File: src/rtl/csr_rmw_pkg.sv
package csr_rmw_pkg;

    typedef enum logic [1:0] {
        OP_RSV  = 2'b00,
        OP_SWAP = 2'b01,
        OP_SET  = 2'b10,
        OP_CLR  = 2'b11
    } csr_op_e;

    typedef enum logic [1:0] {
        SEL_NONE,
        SEL_STATUS,
        SEL_SCRATCH,
        SEL_CYCLE
    } csr_sel_e;

    typedef enum logic {
        ST_IDLE,
        ST_RESP
    } rmw_state_e;

    localparam logic [11:0] ADDR_STATUS  = 12'h100;
    localparam logic [11:0] ADDR_SCRATCH = 12'h140;
    localparam logic [11:0] ADDR_CYCLE   = 12'hC00;

endpackage

File: src/rtl/csr_access_check.sv
module csr_access_check
    import csr_rmw_pkg::*;
(
    input  csr_op_e     op,
    input  logic [11:0] addr,
    input  logic [1:0]  priv,
    input  logic        operand_nz,
    output csr_sel_e    sel,
    output logic        wr_intent,
    output logic        illegal
);
    logic priv_fail;
    logic ro_fail;

    always_comb begin
        unique case (addr)
            ADDR_STATUS:  sel = SEL_STATUS;
            ADDR_SCRATCH: sel = SEL_SCRATCH;
            ADDR_CYCLE:   sel = SEL_CYCLE;
            default:      sel = SEL_NONE;
        endcase
        wr_intent = (op == OP_SWAP) || (((op == OP_SET) || (op == OP_CLR)) && operand_nz);
        priv_fail = priv < addr[9:8];
        ro_fail   = (addr[11:10] == 2'b11) && wr_intent;
        illegal   = (sel == SEL_NONE) || (op == OP_RSV) || priv_fail || ro_fail;
    end

endmodule

File: src/rtl/csr_rmw_alu.sv
module csr_rmw_alu
    import csr_rmw_pkg::*;
#(
    parameter int XLEN = 64
) (
    input  csr_op_e         op,
    input  logic [XLEN-1:0] old_val,
    input  logic [XLEN-1:0] operand,
    output logic [XLEN-1:0] new_val
);
    always_comb begin
        unique case (op)
            OP_SWAP: new_val = operand;
            OP_SET:  new_val = old_val | operand;
            OP_CLR:  new_val = old_val & ~operand;
            default: new_val = old_val;
        endcase
    end

endmodule

File: src/rtl/csr_file.sv
module csr_file
    import csr_rmw_pkg::*;
#(
    parameter int              XLEN         = 64,
    parameter logic [XLEN-1:0] STATUS_WMASK = 64'h0000_0000_000C_6122,
    parameter int              UXL_LSB      = 32
) (
    input  logic            clk,
    input  logic            rst_n,
    input  logic            we,
    input  csr_sel_e        sel,
    input  logic [XLEN-1:0] wdata,
    output logic [XLEN-1:0] rd_data,
    output logic [XLEN-1:0] scratch_q,
    output logic [XLEN-1:0] status_q
);
    localparam logic [XLEN-1:0] UXL_CODE = XLEN'(2) << UXL_LSB;

    logic [XLEN-1:0] cycle_q;

    always_ff @(posedge clk) begin
        if (!rst_n) begin
            scratch_q <= '0;
            status_q  <= '0;
            cycle_q   <= '0;
        end else begin
            cycle_q <= cycle_q + 1'b1;
            if (we && sel == SEL_SCRATCH) scratch_q <= wdata;
            if (we && sel == SEL_STATUS)  status_q  <= wdata & STATUS_WMASK;
        end
    end

    always_comb begin
        unique case (sel)
            SEL_STATUS:  rd_data = (status_q & STATUS_WMASK) | UXL_CODE;
            SEL_SCRATCH: rd_data = scratch_q;
            SEL_CYCLE:   rd_data = cycle_q;
            default:     rd_data = '0;
        endcase
    end


    ro_never_written_chk: assert property (@(posedge clk) disable iff (!rst_n)
        !(we && sel == SEL_CYCLE));

endmodule

File: src/rtl/csr_rmw_unit.sv
module csr_rmw_unit
    import csr_rmw_pkg::*;
#(
    parameter int              XLEN         = 64,
    parameter int              ZIMM_W       = 5,
    parameter logic [XLEN-1:0] STATUS_WMASK = 64'h0000_0000_000C_6122,
    parameter int              UXL_LSB      = 32
) (
    input  logic              clk,
    input  logic              rst_n,
    input  logic              req_vld,
    input  logic [1:0]        req_op,
    input  logic              req_imm,
    input  logic [ZIMM_W-1:0] req_zimm,
    input  logic [XLEN-1:0]   req_rs1,
    input  logic [11:0]       req_addr,
    input  logic [1:0]        req_priv,
    output logic              rsp_vld,
    output logic [XLEN-1:0]   rsp_rdata,
    output logic              rsp_illegal,
    output logic              rsp_wb
);
    rmw_state_e      state_q, state_d;
    csr_op_e         op;
    csr_sel_e        sel;
    logic [XLEN-1:0] operand;
    logic [XLEN-1:0] old_val;
    logic [XLEN-1:0] new_val;
    logic [XLEN-1:0] scratch_q;
    logic [XLEN-1:0] status_q;
    logic            wr_intent;
    logic            illegal;
    logic            csr_we;

    assign op      = csr_op_e'(req_op);
    assign operand = req_imm ? XLEN'(req_zimm) : req_rs1;

    csr_access_check u_check (
        .op         (op),
        .addr       (req_addr),
        .priv       (req_priv),
        .operand_nz (operand != '0),
        .sel        (sel),
        .wr_intent  (wr_intent),
        .illegal    (illegal)
    );

    csr_rmw_alu #(.XLEN(XLEN)) u_alu (
        .op      (op),
        .old_val (old_val),
        .operand (operand),
        .new_val (new_val)
    );

    assign csr_we = req_vld && wr_intent && !illegal;

    csr_file #(
        .XLEN         (XLEN),
        .STATUS_WMASK (STATUS_WMASK),
        .UXL_LSB      (UXL_LSB)
    ) u_file (
        .clk       (clk),
        .rst_n     (rst_n),
        .we        (csr_we),
        .sel       (sel),
        .wdata     (new_val),
        .rd_data   (old_val),
        .scratch_q (scratch_q),
        .status_q  (status_q)
    );

    // state register
    always_ff @(posedge clk) begin
        if (!rst_n) state_q <= ST_IDLE;
        else        state_q <= state_d;
    end

    always_comb begin
        unique case (state_q)
            ST_IDLE: state_d = req_vld ? ST_RESP : ST_IDLE;
            ST_RESP: state_d = req_vld ? ST_RESP : ST_IDLE;
            default: state_d = ST_IDLE;
        endcase
    end

    // response capture
    always_ff @(posedge clk) begin
        if (!rst_n) begin
            rsp_rdata   <= '0;
            rsp_illegal <= 1'b0;
        end else if (req_vld) begin
            rsp_rdata   <= illegal ? '0 : old_val;
            rsp_illegal <= illegal;
        end
    end

    // outputs
    always_comb begin
        rsp_vld = (state_q == ST_RESP);
        rsp_wb  = rsp_vld && !rsp_illegal;
    end


    resp_follows_req_chk: assert property (@(posedge clk) disable iff (!rst_n)
        req_vld |=> rsp_vld);


    no_resp_without_req_chk: assert property (@(posedge clk) disable iff (!rst_n)
        !req_vld |=> !rsp_vld);


    low_priv_fault_chk: assert property (@(posedge clk) disable iff (!rst_n)
        (req_vld && req_priv < req_addr[9:8]) |=> rsp_illegal);


    ro_swap_fault_chk: assert property (@(posedge clk) disable iff (!rst_n)
        (req_vld && req_addr[11:10] == 2'b11 && req_op == 2'b01) |=> rsp_illegal);


    illegal_keeps_state_chk: assert property (@(posedge clk) disable iff (!rst_n)
        (rsp_vld && rsp_illegal) |-> (scratch_q == $past(scratch_q) && status_q == $past(status_q)));


    wb_excludes_fault_chk: assert property (@(posedge clk) disable iff (!rst_n)
        rsp_vld |-> (rsp_wb != rsp_illegal));

endmodule

File: config.mk
export PLATFORM = sky130hd
export DESIGN_NAME = csr_rmw_unit
export DESIGN_NICKNAME = d
export VERILOG_FILES = /design/src/rtl/csr_rmw_pkg.sv /design/src/rtl/csr_access_check.sv /design/src/rtl/csr_rmw_alu.sv /design/src/rtl/csr_file.sv /design/src/rtl/csr_rmw_unit.sv
export SDC_FILE = /design/constraint.sdc
export NUM_CORES = 1
export LEC_CHECK = 0
export BUFFER_PORTS_ARGS = -buffer_cell sky130_fd_sc_hd__buf_4
export CORE_MARGIN = 2
export CORE_UTILIZATION = 38
export CTS_CLUSTER_DIAMETER = 120
export DETAILED_ROUTE_END_ITERATION = 8
export GPL_ROUTABILITY_DRIVEN = 0
export PLACE_DENSITY = 0.57
export SLEW_MARGIN = 10
export SYNTH_ARGS = -nofsm -noshare
export SYNTH_HDL_FRONTEND = slang
export SYNTH_HIERARCHICAL = 1
export SYNTH_SLANG_ARGS = --single-unit
File: constraint.sdc
create_clock -name clk -period 5.8 [get_ports clk]
set_input_delay 0.58 -clock clk [delete_from_list [all_inputs] [get_ports clk]]
set_output_delay 0.58 -clock clk [all_outputs]
set_load 0.02 [all_outputs]
==> results by group <==
Global routing
  • First-pass GRT wire length: 52,470 um
  • Vias in the first global route: 9,861
  • Overall global routing resource usage: 19.49%
  • Initial antenna violation count: 0
  • Overflow after GRT: 0
  • Largest net degree at the start of global routing: 88

STA
  • Slew Limit Fails: 0
  • Fin crit period: 4116 ps
  • Worst Clk Skew: 14.20 ps
  • F_max: 0.2430 GHz
  • Headroom to the max-slew limit: 35.10%
  • RSZ-0062 raised after global routing: no
  • Setup TNS: 0 ps
  • Slew @ Worst Pin: 973.5 ps
  • Final setup fails: 0
  • Final hold viol count: 0
  • Period utilization: 70.96%

Outcome
  • Status: complete, no violations

Detailed routing
  • Residual DRC count: 0
  • Routed Wire Length: 32,740 um
  • WL per Instance: 16.42 um
  • Detailed Route Iter0 Violations: 462
  • Via density: 5.177
  • DRT Pass-1 Iters: 6
  • Routed Antenna Nets: 0
  • Via total after detailed routing: 10,320

Finish
  • Layout cells sized above 1: 17.40%
  • Area occupied by multi-input gates: 7064 um^2
  • Area Overhead vs Synth: 16.50%
  • Final #Nets: 1,672
  • Final core occ: 45.25%
  • FF/Latch Area: 4024 um^2
  • Number of diodes: 0
  • Fill cells: 3,164

Floorplanning
  • Die Y: 181.3 um
  • # IOs: 156
  • Row cnt: 64
  • Die width: 181.3 um
  • Die area: 32,860 um^2
  • Core ar.: 30,750 um^2
  • Starting Density: 38.84%

CTS
  • CTS Sinks: 201
  • Num CTS Buffers: 25
  • Longest Clk Path Bufs: 3
  • CTS Hold Buffers Added: 0
  • Root Buffer: clkbuf_16
  • Setup Buffers After CTS: 0
  • CTS clk-pin slew, worst paths: 50 ps
  • Worst-Skew Late Latency: 520 ps
  • PostCTS Resize Cnt: 0
  • CTS tree: yes
  • H-tree depth: 1

Worst setup path
  • Required @ worst endpoint: 6210 ps
  • Reg2reg path depth: 5
  • Crit Path Class: in2reg
  • Element type at the critical path end: register
  • Critical path arrival: 4530 ps
  • Worst Setup Start Kind: input pin
  • Worst Path Max Fanout: 70

Logic synthesis
  • Syn Inst Count: 1,496
  • Synthesized Nets: 1,587
  • Syn Area/Cell: 7.983 um^2
  • Syn. warnings: 6
  • Synth Cell Area: 11,940 um^2

Pwr
  • Leak Pwr: 4.525 nW
  • PwrDens: 228.4 nW/um^2
  • VDD IR max: 0.1990 mV

Hold path
  • Min-Delay Path Depth: 2
  • Hold Crit Class: reg2reg

Flow run
  • Maxcap violations: 0

Placement
  • # port buffers: 155
  • Post-DP HPWL: 21,740 um
[state kept, by name, indices dropped and copies added (netlist names)]
| signal | count |
|---|---|
| u_file/cycle_q | 64 |
| rsp_rdata | 64 |
| rsp_vld | 1 |
| u_file/status_q | 7 |
| u_file/scratch_q | 64 |
| rsp_illegal | 1 |
[stage by stage]
stage / instances / area, um^2 / worst slack (ps) / hold WS (ps) / power [mW]
3_5_place_dp: 1950 / 13110 / 1081 / 445.6 / 1.674
4_1_cts: 1994 / 13910 / 1601 / 453.6 / 3.218
6_report: 1994 / 13910 / 1684 / 452.5 / 3.178
2_1_floorplan: 1496 / 11940 / 2415 / 435.7 / 1.588
5_1_grt: 1994 / 13910 / 1432 / 471.9 / 3.301
3_3_place_gp: 1950 / 13110 / 1281 / 440.8 / 1.672
[cell type report]
| type | instances | share of cell area [%] |
|---|---|---|
| Clock buffer | 36 | 5.081 |
| Clock inverter | 8 | 0.7014 |
| Inverter | 76 | 2.059 |
| Multi-Input combinational cell | 1112 | 50.77 |
| Sequential cell | 201 | 28.92 |
| Tap cell | 396 | 3.561 |
| Timing Repair Buffer | 165 | 8.903 |
[power by group]
| part | internal [mW] | leakage [nW] | switching (mW) |
|---|---|---|---|
| logic | 0.114 | 2.51 | 0.141 |
| clock network | 0.932 | 0.398 | 0.603 |
| registers | 1.38 | 1.62 | 0.00435 |
| total | 2.43 | 4.53 | 0.748 |
[critical path, stage by stage]
cell and delay (ps):
buf_4 340, nor4_1 620, nand4_1 270, nor3_1 410, o21ai_1 170, nor2b_1 130
o22ai_1 80, or4_1 450, and2b_2 240, and2_1 170, and2_2 150, buf_4 590
nand2_1 140, a21oi_1 140
[placed cells by master (no fill, tap or decap), types with 2 or more instances in the layout]
| cell type | n |
|---|---|
| and3_1 | 7 |
| dfxtp_1 | 201 |
| nor2b_2 | 10 |
| a21oi_1 | 130 |
| o31ai_1 | 6 |
| nor4_4 | 4 |
| or3_2 | 4 |
| xnor2_1 | 76 |
| or3_1 | 17 |
| nand2b_1 | 3 |
| nand4_4 | 2 |
| nand4_2 | 2 |
| mux2_2 | 12 |
| clkbuf_8 | 4 |
| bufinv_16 | 2 |
| nand3_1 | 24 |
| a22o_1 | 7 |
| and4_1 | 2 |
| ha_1 | 2 |
| inv_1 | 75 |
| nand4_1 | 26 |
| and2_1 | 4 |
| a22oi_1 | 64 |
| clkbuf_1 | 7 |
| mux2i_1 | 66 |
| nor4_2 | 3 |
| nor2b_1 | 239 |
| nor3_1 | 13 |
| nor2_1 | 45 |
| a21oi_2 | 29 |
| nand2_1 | 162 |
| o21ai_0 | 86 |
| xor2_1 | 20 |
| nor4_1 | 23 |
| clkbuf_16 | 25 |
| clkinv_2 | 5 |
| buf_4 | 165 |
| or4_1 | 7 |
[worst paths after layout]
path | start | slack, ps | to
worst max-delay path | req_imm | 1680 | u_file/scratch_q[32]$_SDFFE_PN0P_
worst min-delay path | u_file/scratch_q[4]$_SDFFE_PN0P_ | 450 | u_file/scratch_q[4]$_SDFFE_PN0P_
worst max register to register | u_file/cycle_q[12]$_SDFF_PN0_ | 3040 | u_file/cycle_q[60]$_SDFF_PN0_
worst min register to register | u_file/scratch_q[4]$_SDFFE_PN0P_ | 450 | u_file/scratch_q[4]$_SDFFE_PN0P_
[layer usage]
metal  track usage, %  up-vias  share of wire [%]
li1                 -     5232                  -
met1            26.26     4854                 47
met2            33.49      204                 47
met3            2.540       32                4.0
met4            3.707        0                1.5
met5                0        -                  0
Note: power is estimated with default switching activity, not from simulation.
